==> config.mk <==
export PLATFORM = sky130hd
export DESIGN_NAME = hsl_host
export DESIGN_NICKNAME = d
export VERILOG_FILES = /design/src/rtl/hsl_pkg.sv /design/src/rtl/hsl_req_fifo.sv /design/src/rtl/hsl_sync_timer.sv /design/src/rtl/hsl_rx_buf.sv /design/src/rtl/hsl_host.sv
export SDC_FILE = /design/constraint.sdc
export NUM_CORES = 1
export LEC_CHECK = 0
export BUFFER_PORTS_ARGS = -buffer_cell sky130_fd_sc_hd__buf_2
export CORE_UTILIZATION = 45
export CTS_BUF_LIST = sky130_fd_sc_hd__clkbuf_16
export DETAILED_ROUTE_END_ITERATION = 12
export PLACE_DENSITY = 0.66
export SLEW_MARGIN = 10
export SYNTH_ARGS = -nofsm -noshare
export SYNTH_HDL_FRONTEND = slang
export SYNTH_SLANG_ARGS = --single-unit
==> constraint.sdc <==
create_clock -name clk -period 5.25 [get_ports clk]
set_input_delay 0.7875 -clock clk [delete_from_list [all_inputs] [get_ports clk]]
set_output_delay 0.7875 -clock clk [all_outputs]
set_load 0.05 [all_outputs]
==> src/rtl/hsl_pkg.sv <==
package hsl_pkg;

   typedef enum logic [3:0] {
      ST_RST    = 4'd0,
      ST_SYNC_A = 4'd1,
      ST_SYNC_B = 4'd2,
      ST_FAIL   = 4'd3,
      ST_IDLE   = 4'd4,
      ST_SENT1  = 4'd5,
      ST_SEND   = 4'd6,
      ST_AWAIT  = 4'd7,
      ST_READ   = 4'd8,
      ST_RDONE  = 4'd9
   } link_state_e;

endpackage

==> src/rtl/hsl_req_fifo.sv <==
module hsl_req_fifo #(
   parameter int DEPTH = 2,
   parameter int W     = 8
) (
   input  logic         clk,
   input  logic         rst_n,
   input  logic         push,
   input  logic [W-1:0] din,
   input  logic         pop,
   output logic [W-1:0] dout,
   output logic         empty,
   output logic         full
);

   generate
      if (DEPTH < 1) begin : g_bad_depth
         $error("hsl_req_fifo: DEPTH must be at least 1");
      end

      if (DEPTH == 1) begin : g_single
         logic         vld_q;
         logic [W-1:0] ent_q;
         always_ff @(posedge clk or negedge rst_n) begin
            if (!rst_n) begin
               vld_q <= 1'b0;
               ent_q <= '0;
            end else if (pop && vld_q) begin
               vld_q <= 1'b0;
            end else if (push && !vld_q) begin
               vld_q <= 1'b1;
               ent_q <= din;
            end
         end
         assign dout  = ent_q;
         assign empty = !vld_q;
         assign full  = vld_q;
      end else begin : g_ring
         localparam int PW = $clog2(DEPTH);
         localparam int CW = $clog2(DEPTH + 1);
         logic [W-1:0]  mem_q [DEPTH];
         logic [PW-1:0] wr_q, rd_q;
         logic [CW-1:0] cnt_q;
         logic          do_push, do_pop;

         assign do_push = push && (cnt_q != CW'(DEPTH));
         assign do_pop  = pop && (cnt_q != '0);

         always_ff @(posedge clk or negedge rst_n) begin
            if (!rst_n) begin
               wr_q  <= '0;
               rd_q  <= '0;
               cnt_q <= '0;
            end else begin
               if (do_push)
                  wr_q <= (wr_q == PW'(DEPTH - 1)) ? '0 : wr_q + PW'(1);
               if (do_pop)
                  rd_q <= (rd_q == PW'(DEPTH - 1)) ? '0 : rd_q + PW'(1);
               if (do_push && !do_pop)
                  cnt_q <= cnt_q + CW'(1);
               else if (do_pop && !do_push)
                  cnt_q <= cnt_q - CW'(1);
            end
         end

         always_ff @(posedge clk) begin
            if (do_push)
               mem_q[wr_q] <= din;
         end

         assign dout  = mem_q[rd_q];
         assign empty = (cnt_q == '0);
         assign full  = (cnt_q == CW'(DEPTH));
      end
   endgenerate

endmodule

==> src/rtl/hsl_sync_timer.sv <==
module hsl_sync_timer #(
   parameter int TICK_CYCLES = 5000,
   parameter int TICK_COUNT  = 1000
) (
   input  logic clk,
   input  logic rst_n,
   input  logic clr,
   input  logic en,
   output logic expired
);

   localparam int TW = $clog2(TICK_CYCLES + 1);
   localparam int NW = $clog2(TICK_COUNT + 1);

   generate
      if (TICK_CYCLES < 1 || TICK_COUNT < 1) begin : g_bad_cfg
         $error("hsl_sync_timer: TICK_CYCLES and TICK_COUNT must be positive");
      end
   endgenerate

   logic [TW-1:0] tick_q;
   logic [NW-1:0] num_q;

   assign expired = (num_q == NW'(TICK_COUNT));

   always_ff @(posedge clk or negedge rst_n) begin
      if (!rst_n) begin
         tick_q <= '0;
         num_q  <= '0;
      end else if (clr) begin
         tick_q <= '0;
         num_q  <= '0;
      end else if (en && !expired) begin
         if (tick_q == TW'(TICK_CYCLES - 1)) begin
            tick_q <= '0;
            num_q  <= num_q + NW'(1);
         end else begin
            tick_q <= tick_q + TW'(1);
         end
      end
   end

endmodule

==> src/rtl/hsl_rx_buf.sv <==
module hsl_rx_buf #(
   parameter int DEPTH = 16
) (
   input  logic                         clk,
   input  logic                         rst_n,
   input  logic                         clr,
   input  logic                         wr,
   input  logic [7:0]                   din,
   output logic [$clog2(DEPTH+1)-1:0]   count,
   output logic [DEPTH*8-1:0]           data,
   output logic                         ovf
);

   localparam int CW = $clog2(DEPTH + 1);

   generate
      if (DEPTH < 1) begin : g_bad_depth
         $error("hsl_rx_buf: DEPTH must be at least 1");
      end
   endgenerate

   logic [CW-1:0] cnt_q;
   logic          is_full;

   assign is_full = (cnt_q == CW'(DEPTH));
   assign ovf     = wr && is_full;
   assign count   = cnt_q;

   always_ff @(posedge clk or negedge rst_n) begin
      if (!rst_n)
         cnt_q <= '0;
      else if (clr)
         cnt_q <= '0;
      else if (wr && !is_full)
         cnt_q <= cnt_q + CW'(1);
   end

   for (genvar g = 0; g < DEPTH; g++) begin : g_slot
      logic [7:0] slot_q;
      always_ff @(posedge clk or negedge rst_n) begin
         if (!rst_n)
            slot_q <= '0;
         else if (wr && cnt_q == CW'(g))
            slot_q <= din;
      end
      assign data[g*8 +: 8] = slot_q;
   end

endmodule

==> src/rtl/hsl_host.sv <==
module hsl_host
   import hsl_pkg::*;
#(
   parameter int MAX_REQ_BYTES = 8,
   parameter int QUEUE_DEPTH   = 2,
   parameter int RX_BYTES      = 16,
   parameter int TICK_CYCLES   = 5000,
   parameter int TICK_COUNT    = 1000,
   localparam int LW = $clog2(MAX_REQ_BYTES + 1),
   localparam int PLW = $clog2(RX_BYTES + 1)
) (
   input  logic                       clk,
   input  logic                       rst_n,
   input  logic                       req_in_n,
   output logic                       ack_out_n,
   output logic                       act_out_n,
   output logic                       sr_load,
   output logic [7:0]                 sr_load_data,
   output logic                       sr_dir_out,
   input  logic                       sr_done,
   input  logic [7:0]                 sr_rx_data,
   input  logic                       rq_push,
   input  logic [MAX_REQ_BYTES*8-1:0] rq_bytes,
   input  logic [LW-1:0]              rq_len,
   input  logic                       rq_want_reply,
   output logic                       rq_full,
   output logic                       rq_done,
   output logic                       pkt_valid,
   output logic                       pkt_is_reply,
   output logic [PLW-1:0]             pkt_len,
   output logic [RX_BYTES*8-1:0]      pkt_data,
   output logic                       sync_done,
   output logic                       sync_fail,
   output logic                       rx_overflow,
   output logic                       proto_err
);

   localparam int QW = MAX_REQ_BYTES * 8 + LW + 1;

   generate
      if (MAX_REQ_BYTES < 1) begin : g_bad_req
         $error("hsl_host: MAX_REQ_BYTES must be at least 1");
      end
   endgenerate

   link_state_e state_q;

   // request queue
   logic [QW-1:0]              q_din, q_dout;
   logic                       q_empty, q_full, q_pop;
   logic [MAX_REQ_BYTES*8-1:0] head_bytes;
   logic [LW-1:0]              head_len;
   logic                       head_want;

   assign q_din      = {rq_want_reply, rq_len, rq_bytes};
   assign head_bytes = q_dout[MAX_REQ_BYTES*8-1:0];
   assign head_len   = q_dout[MAX_REQ_BYTES*8 +: LW];
   assign head_want  = q_dout[QW-1];
   assign rq_full    = q_full;

   hsl_req_fifo #(.DEPTH(QUEUE_DEPTH), .W(QW)) u_queue (
      .clk   (clk),
      .rst_n (rst_n),
      .push  (rq_push),
      .din   (q_din),
      .pop   (q_pop),
      .dout  (q_dout),
      .empty (q_empty),
      .full  (q_full)
   );

   // sync timeout
   logic tmr_clr, tmr_en, tmr_exp;

   assign tmr_clr = (state_q == ST_RST) ||
                    (state_q == ST_SYNC_A && !req_in_n && sr_done);
   assign tmr_en  = (state_q == ST_SYNC_A) || (state_q == ST_SYNC_B);

   hsl_sync_timer #(.TICK_CYCLES(TICK_CYCLES), .TICK_COUNT(TICK_COUNT)) u_timer (
      .clk     (clk),
      .rst_n   (rst_n),
      .clr     (tmr_clr),
      .en      (tmr_en),
      .expired (tmr_exp)
   );

   // receive buffer
   logic           rx_clr, rx_wr, rx_ovf;
   logic [PLW-1:0] rx_cnt;
   logic           rd_start;

   assign rd_start = sr_done && ((state_q == ST_IDLE) || (state_q == ST_AWAIT) ||
                                 (state_q == ST_RDONE && !req_in_n));
   assign rx_clr   = rd_start;
   assign rx_wr    = sr_done && (state_q == ST_READ);

   hsl_rx_buf #(.DEPTH(RX_BYTES)) u_rxbuf (
      .clk   (clk),
      .rst_n (rst_n),
      .clr   (rx_clr),
      .wr    (rx_wr),
      .din   (sr_rx_data),
      .count (rx_cnt),
      .data  (pkt_data),
      .ovf   (rx_ovf)
   );

   // transmit byte selection and completion
   logic [LW-1:0] idx_q;
   logic          rep_q;
   logic          in_sent1;
   logic          tx_last;
   logic [LW-1:0] tx_pos;
   logic [7:0]    tx_byte;

   assign in_sent1 = (state_q == ST_SENT1);
   assign tx_pos   = in_sent1 ? LW'(1) : idx_q;
   assign tx_last  = (tx_pos >= head_len);
   assign tx_byte  = 8'(head_bytes >> {tx_pos, 3'b000});

   assign q_pop = sr_done &&
                  ((((in_sent1 && req_in_n) || state_q == ST_SEND) && tx_last && !head_want) ||
                   (state_q == ST_RDONE && rep_q));

   // main sequencer
   logic ack_q, act_q, dir_q, ld_q, pv_q, prep_q, rqd_q;
   logic sdone_q, sfail_q, perr_q, ovf_q;
   logic [7:0]     ld_data_q;
   logic [PLW-1:0] plen_q;

   always_ff @(posedge clk or negedge rst_n) begin
      if (!rst_n) begin
         state_q   <= ST_RST;
         ack_q     <= 1'b1;
         act_q     <= 1'b1;
         dir_q     <= 1'b0;
         ld_q      <= 1'b0;
         ld_data_q <= '0;
         idx_q     <= '0;
         rep_q     <= 1'b0;
         pv_q      <= 1'b0;
         prep_q    <= 1'b0;
         plen_q    <= '0;
         rqd_q     <= 1'b0;
         sdone_q   <= 1'b0;
         sfail_q   <= 1'b0;
         perr_q    <= 1'b0;
         ovf_q     <= 1'b0;
      end else begin
         ld_q  <= 1'b0;
         pv_q  <= 1'b0;
         rqd_q <= q_pop;
         if (rx_ovf)
            ovf_q <= 1'b1;

         unique case (state_q)
            ST_RST: begin
               ack_q   <= 1'b0;
               state_q <= ST_SYNC_A;
            end
            ST_SYNC_A: begin
               if (!req_in_n && sr_done) begin
                  ack_q   <= 1'b1;
                  state_q <= ST_SYNC_B;
               end else if (tmr_exp) begin
                  ack_q   <= 1'b1;
                  sfail_q <= 1'b1;
                  state_q <= ST_FAIL;
               end
            end
            ST_SYNC_B: begin
               if (req_in_n && sr_done) begin
                  act_q   <= 1'b1;
                  sdone_q <= 1'b1;
                  state_q <= ST_IDLE;
               end else if (tmr_exp) begin
                  sfail_q <= 1'b1;
                  state_q <= ST_FAIL;
               end
            end
            ST_FAIL: begin
               ack_q <= 1'b1;
               act_q <= 1'b1;
            end
            ST_IDLE: begin
               if (sr_done) begin
                  if (req_in_n)
                     perr_q <= 1'b1;
                  act_q   <= 1'b0;
                  rep_q   <= 1'b0;
                  state_q <= ST_READ;
               end else if (!q_empty && req_in_n) begin
                  dir_q     <= 1'b1;
                  ld_q      <= 1'b1;
                  ld_data_q <= head_bytes[7:0];
                  act_q     <= 1'b0;
                  state_q   <= ST_SENT1;
               end
            end
            ST_SENT1, ST_SEND: begin
               if (sr_done) begin
                  if (in_sent1 && !req_in_n) begin
                     dir_q   <= 1'b0;
                     act_q   <= 1'b1;
                     ack_q   <= 1'b1;
                     state_q <= ST_IDLE;
                  end else if (tx_last) begin
                     dir_q   <= 1'b0;
                     act_q   <= 1'b1;
                     ack_q   <= 1'b1;
                     state_q <= head_want ? ST_AWAIT : ST_IDLE;
                  end else begin
                     ld_q      <= 1'b1;
                     ld_data_q <= tx_byte;
                     ack_q     <= ~ack_q;
                     idx_q     <= tx_pos + LW'(1);
                     state_q   <= ST_SEND;
                  end
               end
            end
            ST_AWAIT: begin
               if (sr_done) begin
                  if (req_in_n)
                     perr_q <= 1'b1;
                  act_q   <= 1'b0;
                  rep_q   <= 1'b1;
                  state_q <= ST_READ;
               end
            end
            ST_READ: begin
               if (sr_done) begin
                  if (req_in_n) begin
                     ack_q   <= 1'b1;
                     act_q   <= 1'b1;
                     state_q <= ST_RDONE;
                  end else begin
                     ack_q <= ~ack_q;
                  end
               end
            end
            ST_RDONE: begin
               if (sr_done) begin
                  pv_q   <= 1'b1;
                  prep_q <= rep_q;
                  plen_q <= rx_cnt;
                  if (!req_in_n) begin
                     act_q   <= 1'b0;
                     rep_q   <= 1'b0;
                     state_q <= ST_READ;
                  end else begin
                     state_q <= ST_IDLE;
                  end
               end
            end
            default: state_q <= ST_IDLE;
         endcase
      end
   end

   assign ack_out_n    = ack_q;
   assign act_out_n    = act_q;
   assign sr_dir_out   = dir_q;
   assign sr_load      = ld_q;
   assign sr_load_data = ld_data_q;
   assign rq_done      = rqd_q;
   assign pkt_valid    = pv_q;
   assign pkt_is_reply = prep_q;
   assign pkt_len      = plen_q;
   assign sync_done    = sdone_q;
   assign sync_fail    = sfail_q;
   assign rx_overflow  = ovf_q;
   assign proto_err    = perr_q;

endmodule

Yosys cells after proc, flatten, opt, wreduce, memory -nomap -nowiden:

Memory sizes are Yosys's and may differ from the RTL's.
Index checks and enable logic that the tools add are counted.

* equality and inequality tests: 46
* bitwise logic cells: 4
* reduce and logical (&&, ||, !) cells: 77
* magnitude comparators: 1
* $mul: 0
* shift operators: 1
* $add $sub $neg: 8
* muxes and demuxes: 76
* divide/modulo/power cells: 0

Operators with widths (number)
* $shr A64 B7 Y8: 1
* $mux W4: 12
* $eq A5 B4 Y1 const B: 8
* $mux W8: 5
* $mux W13: 3
* $mux W1: 38
* $logic_and A1 B1 Y1: 37
* $pmux W4 S9: 1
* $mux W10: 3
* $ne A2 B2 Y1 const B: 13
* $eq A5 B3 Y1 const B: 4
* $eq A4 B3 Y1 const B: 4
* $pmux W8 S2: 1
* $reduce_bool A2 Y1: 7
* $add A13 B1 Y13 const B: 1
* $eq A13 B13 Y1 const B: 1
* $add A10 B1 Y10 const B: 1
* $eq A10 B10 Y1 const B: 1
* $eq A5 B2 Y1 const B: 2
* $mux W2: 5
* $mux W5: 2
* $reduce_and A10 Y1: 1
* $reduce_and A5 Y1: 2
* $eq A4 B2 Y1 const B: 2
* other kinds (34): 58

* input bits: 82
* output and inout bits: 153
* RAM bits: 138
* memory bits (read-only): 0
* memories kept: 1
* flip-flop bits (word level): 193
* bits in latches: 0

Memory list
* u_queue.g_ring.mem_q: depth 2, bits a word 69, rd ports 1, clocked after Yosys merged registers in 0, write ports 1, line hsl_req_fifo.sv:40 `logic [W-1:0] mem_q [DEPTH];`

Depth between registers and ports, before layout:

* depth after elaboration: 11
* depth in mapped cells: 17

Cells and area by module:

A second synthesis with hierarchy kept.

* cells, all modules: 1034
* area total of the unflattened synthesis: 14820.5 µm²

By module, submodules not included
* hsl_req_fifo: area an instance 5527.8 µm², cells an instance 234, times used 1
* hsl_rx_buf: area an instance 5297.6 µm², cells an instance 331, times used 1
* hsl_host: area an instance 2534.9 µm², cells an instance 316, times used 1
* hsl_sync_timer: area an instance 1460.2 µm², cells an instance 153, times used 1

Least setup slack after synthesis:

OpenSTA, ideal clock, no wires.

* kind: input port to flip-flop
* from: input rq_push
* to: memory u_queue.g_ring.mem_q[0][0] (netlist bit), enable pin
* slack: 0.995 ns
* cell stages on the path: 2
* data required time: 4.754 ns
* data arrival time: 3.759 ns
* path buffers: 0
* cell sequence: nand2_1 nor2_1

* longest elaborated chain between the ends: 3

RTL lines
* from (decl): line hsl_host.sv:22 `input logic rq_push,`
* $logic_and A1 B1 Y1: line hsl_req_fifo.sv:45 `assign do_push = push && (cnt_q != CW'(DEPTH));`
* $mux W1: line hsl_req_fifo.sv:66 `if (do_push)`
* $mux W1 (implied by the code): line hsl_req_fifo.sv:67 `mem_q[wr_q] <= din;`
* to (decl): line hsl_req_fifo.sv:40

No other way between the ends.

Worst setup path after layout:

* from: register state_q[0]
* to: register ld_data_q[5], in the netlist sr_load_data[5]

* longest elaborated chain between the ends: 7
* elaborated cells on any way between the ends: 19
* classes of those cells: order compare: 1; eq/ne: 8; shift: 1; mux: 5; reduce/logical: 4

RTL lines
* from (decl): line hsl_host.sv:46 `link_state_e state_q;`
* from (signal assigned): line hsl_host.sv:211 `state_q <= head_want ? ST_AWAIT : ST_IDLE;`
* $eq A4 B3 Y1: line hsl_host.sv:116, hsl_host.sv:156
* $mux W4: line hsl_host.sv:117 `assign tx_pos = in_sent1 ? LW'(1) : idx_q;`
* $shr A64 B7 Y8: line hsl_host.sv:119 `assign tx_byte = 8'(head_bytes >> {tx_pos, 3'b000});`
* $mux W8: line hsl_host.sv:207 `end else if (tx_last) begin`
* $mux W8: line hsl_host.sv:202 `if (in_sent1 && !req_in_n) begin`
* $mux W8: line hsl_host.sv:201 `if (sr_done) begin`
* $pmux W8 S2: line hsl_host.sv:156 `unique case (state_q)`
* to (signal assigned): line hsl_host.sv:195 `ld_data_q <= head_bytes[7:0];`
* to (signal assigned): line hsl_host.sv:214 `ld_data_q <= tx_byte;`
* to (decl): line hsl_host.sv:128 `logic [7:0] ld_data_q;`

Parallel ways exist; a longest one is shown, timed or not. The select of a mux whose other input is x is not followed.
A chain may end at the register's enable or synchronous reset.

==> impl_results.md <==
- Status: completed
- CTS tree: done
- Fraction of layout cells with a size suffix above 1: roughly 36%
- Worst-path clk slew: 0.07 ns
- Top_reg_cell synth: dfrtp_1
- Top post-synthesis cells by area: dfrtp_1, edfxtp_1, mux2_2
- Critical Path Sink: sr_load_data[5]
- IO Port Bufs: between 200 and 250
- Drt wl/cell: approximately 20 microns
- Synthesized cell area: around 14,000 sq um
- Slew margin rel.: approximately 16%
- Largest net degree at the start of global routing: between 100 and 150
- # diodes: 0
- Vias: 9,368
- DRC errors left: 0
- Critical path class: register to register
- Tightest Pin Transition: about 1.3 ns
- Number of gates resized after CTS: 0
- VDD IR-drop max: ~0.28 mV
- Fmax achieved: between 0.2 and 0.3 GHz
- Worst path required time: around 5.7 ns
- Crit path launch type: register
- Max-cap violations: 0
- Final period utilization: between 70% and 80%
- Fin nets: 1,356
- Design area: approximately 17,000 sq um
- Finished Core Util: a little under three fifths
- Crit-path max FO: 25
- Final Hold Fails: 0
- Core region area: approximately 31,000 sq um
- Power per cell area: 495 nW/um^2
- Final Max Slew Viols: 0
- Crit path DAT: between 4 and 5 ns
- Area after DPL: approximately 16,000 sq um
- R2r startpoint: state_q[0]
- # rows: 64
- Sequential cell area fraction in the yosys report: 62.8%
- Die height: about 180 microns
- Hold buffer count at CTS: 0
- Post-synth top area cell: dfrtp_1
- Critical path capture point type: register
- Drt first pass iters: 4
- Skew-Pair Late Insertion Delay: between 0.5 and 0.6 ns
- YS warnings: 0
- Num CTS Buffers: 38
- Mean area per synthesized cell: between 10 and 15 sq um
- Critical Path Source: state_q[0]
- Yosys reg bits: 331
- Worst R2R Setup Slack: around 1.4 ns
- Total GRT Usage: 20.9%
- Iteration-0 DRC Markers: around 670
- Root buffer cell: clkbuf_16
- Post-Route WL: roughly 34 mm
- TNS Setup: 0 ns
- Final setup vio count: 0
- Final worst path period need: between 3 and 4 ns
- Asr flop ratio synth: around 58%
- CTS H-tree lvls: 2
- Gr ovfl total: 0
- Min-delay worst type: input pin to asynchronous set/reset pin
- Cells after Synth: 1,034
- RSZ-0062 raised after global routing: no
- Placer Congestion: ~0.84
- P_leak: slightly below 8 nW
- Synthesis-to-finish area growth: 19.5%
- Post-CTS Setup Inserts: 0
- Reg2reg path depth: 8
- Die Footprint: roughly 32,000 sq um
- Post-route ant nets: 0
- Synthesized Nets: 1,130
- Post-synth EDFFs: between 100 and 150
- Longest Clk Path Bufs: 3
- Post-synth top area share: 33.4%
- Ports: about 240
- Starting Density: 46.2%
- Initial antenna violation count: 0
- Vias in the first global route: 9,047
- CTS sink count: around 330
- First-pass GRT wire length: 53.3 mm
- Post-DP HPWL: 22.6 mm
- R2r endpoint: sr_load_data[5]
- Worst-case clock skew: around 0.026 ns
- Die X: 180 microns
- Routed vias/inst: roughly 5.6
- Netlist cell types: 74
==> worst max-delay path, stage by stage (launching register included) <==
cell,delay (ns)
dfrtp_1,0.80
nand4bb_1,0.44
and2_1,0.33
ha_1,0.31
a21oi_1,0.23
inv_1,0.12
a2111oi_2,1.10
o221ai_1,0.29
o211ai_1,0.15
==> flip-flops by register name, summed over array words and instances, names as in the netlist, 2 cells and up <==
register / flops
sr_load_data: 8
idx_q: 4
u_timer.tick_q: 13
u_timer.num_q: 10
u_queue.g_ring.mem_q: 138
state_q: 4
u_rxbuf.count: 5
u_queue.g_ring.cnt_q: 2
u_rxbuf.g_slot.slot_q: 128
pkt_len: 5
==> Yosys cell counts, types with 11 or more instances <==
| cell type | count |
|---|---|
| a2111oi_0 | 24 |
| a211oi_1 | 38 |
| a21oi_1 | 24 |
| clkbuf_1 | 36 |
| dfrtp_1 | 191 |
| edfxtp_1 | 138 |
| ha_1 | 14 |
| inv_1 | 21 |
| mux2_2 | 137 |
| mux2i_1 | 37 |
| nand2_1 | 43 |
| nand3_1 | 24 |
| nor2_1 | 45 |
| nor2b_1 | 31 |
| nor3_1 | 23 |
| o21ai_0 | 28 |
| xnor2_1 | 11 |
==> layout make-up <==
class                      count  area (sq um)
sequential                   331          8980
inverter                      21          78.8
tap                          396           495
multi-input combinational    625          5000
timing repair buffer         243          1250
clock inverter                27           256
clock buffer                  41          1030
fill                        2551         13800
==> cells in the final DEF (no fill, tap or decap), drive strengths merged, types with 26 or more instances in the layout <==
master and n:
buf 242, nor2b 31, edfxtp 138, nand2 44, dfrtp 191, o21ai 30, mux2 144, mux2i 37
a211oi 38, nand3 34, nor2 48, a2111oi 26, clkbuf 42
==> metal layers <==
layer | track usage, % | vias up | part of all wire (%)
met5 | 0 | - | 0
met4 | 5.81 | 0 | 2.0
met3 | 4.57 | 50 | 6.9
met2 | 32.4 | 309 | 46
met1 | 29.6 | 4642 | 45
li1 | - | 4367 | -
==> where the power goes <==
group	switching [W]	internal, W	leakage (nW)
registers	0.000261	0.00318	3.90
clock network	0.00105	0.00161	0.643
logic	0.00166	0.000698	3.34
==> kinds of logic after synthesis <==
kind of cell / count (synthesis) / synth area share, %
compound gates: 177 / 9.11
xor+xnor: 19 / 1.16
flops: 331 / 62.8
simple gates: 234 / 9.50
buf+inv: 78 / 2.27
fa+ha+maj: 14 / 1.23
mux: 181 / 13.9
==> worst min path at each step <==
stage                      start                            to  cells past startpoint
CTS                 rq_bytes[31]   u_queue.g_ring.mem_q[0][31]                      1
floorplan               idx_q[3]                      idx_q[3]                      1
global route        rq_bytes[58]   u_queue.g_ring.mem_q[1][58]                      1
global placement     rx_overflow                   rx_overflow                      1
finish                     rst_n  u_rxbuf.g_slot[11].slot_q[4]                      1
detailed placement   rx_overflow                   rx_overflow                      1
==> stage by stage <==
stage	total power (W)	setup WS [ns]	cells	hold WS [ns]
floorplan	0.00518	0.995	1034	0.442
global placement	0.00581	1.63	1616	0.449
detailed placement	0.00585	1.49	1616	0.452
CTS	0.00854	1.46	1684	0.430
global route	0.00887	1.14	1684	0.436
finish	0.00846	1.38	1684	0.396
Power figures use the tool's default switching activity.
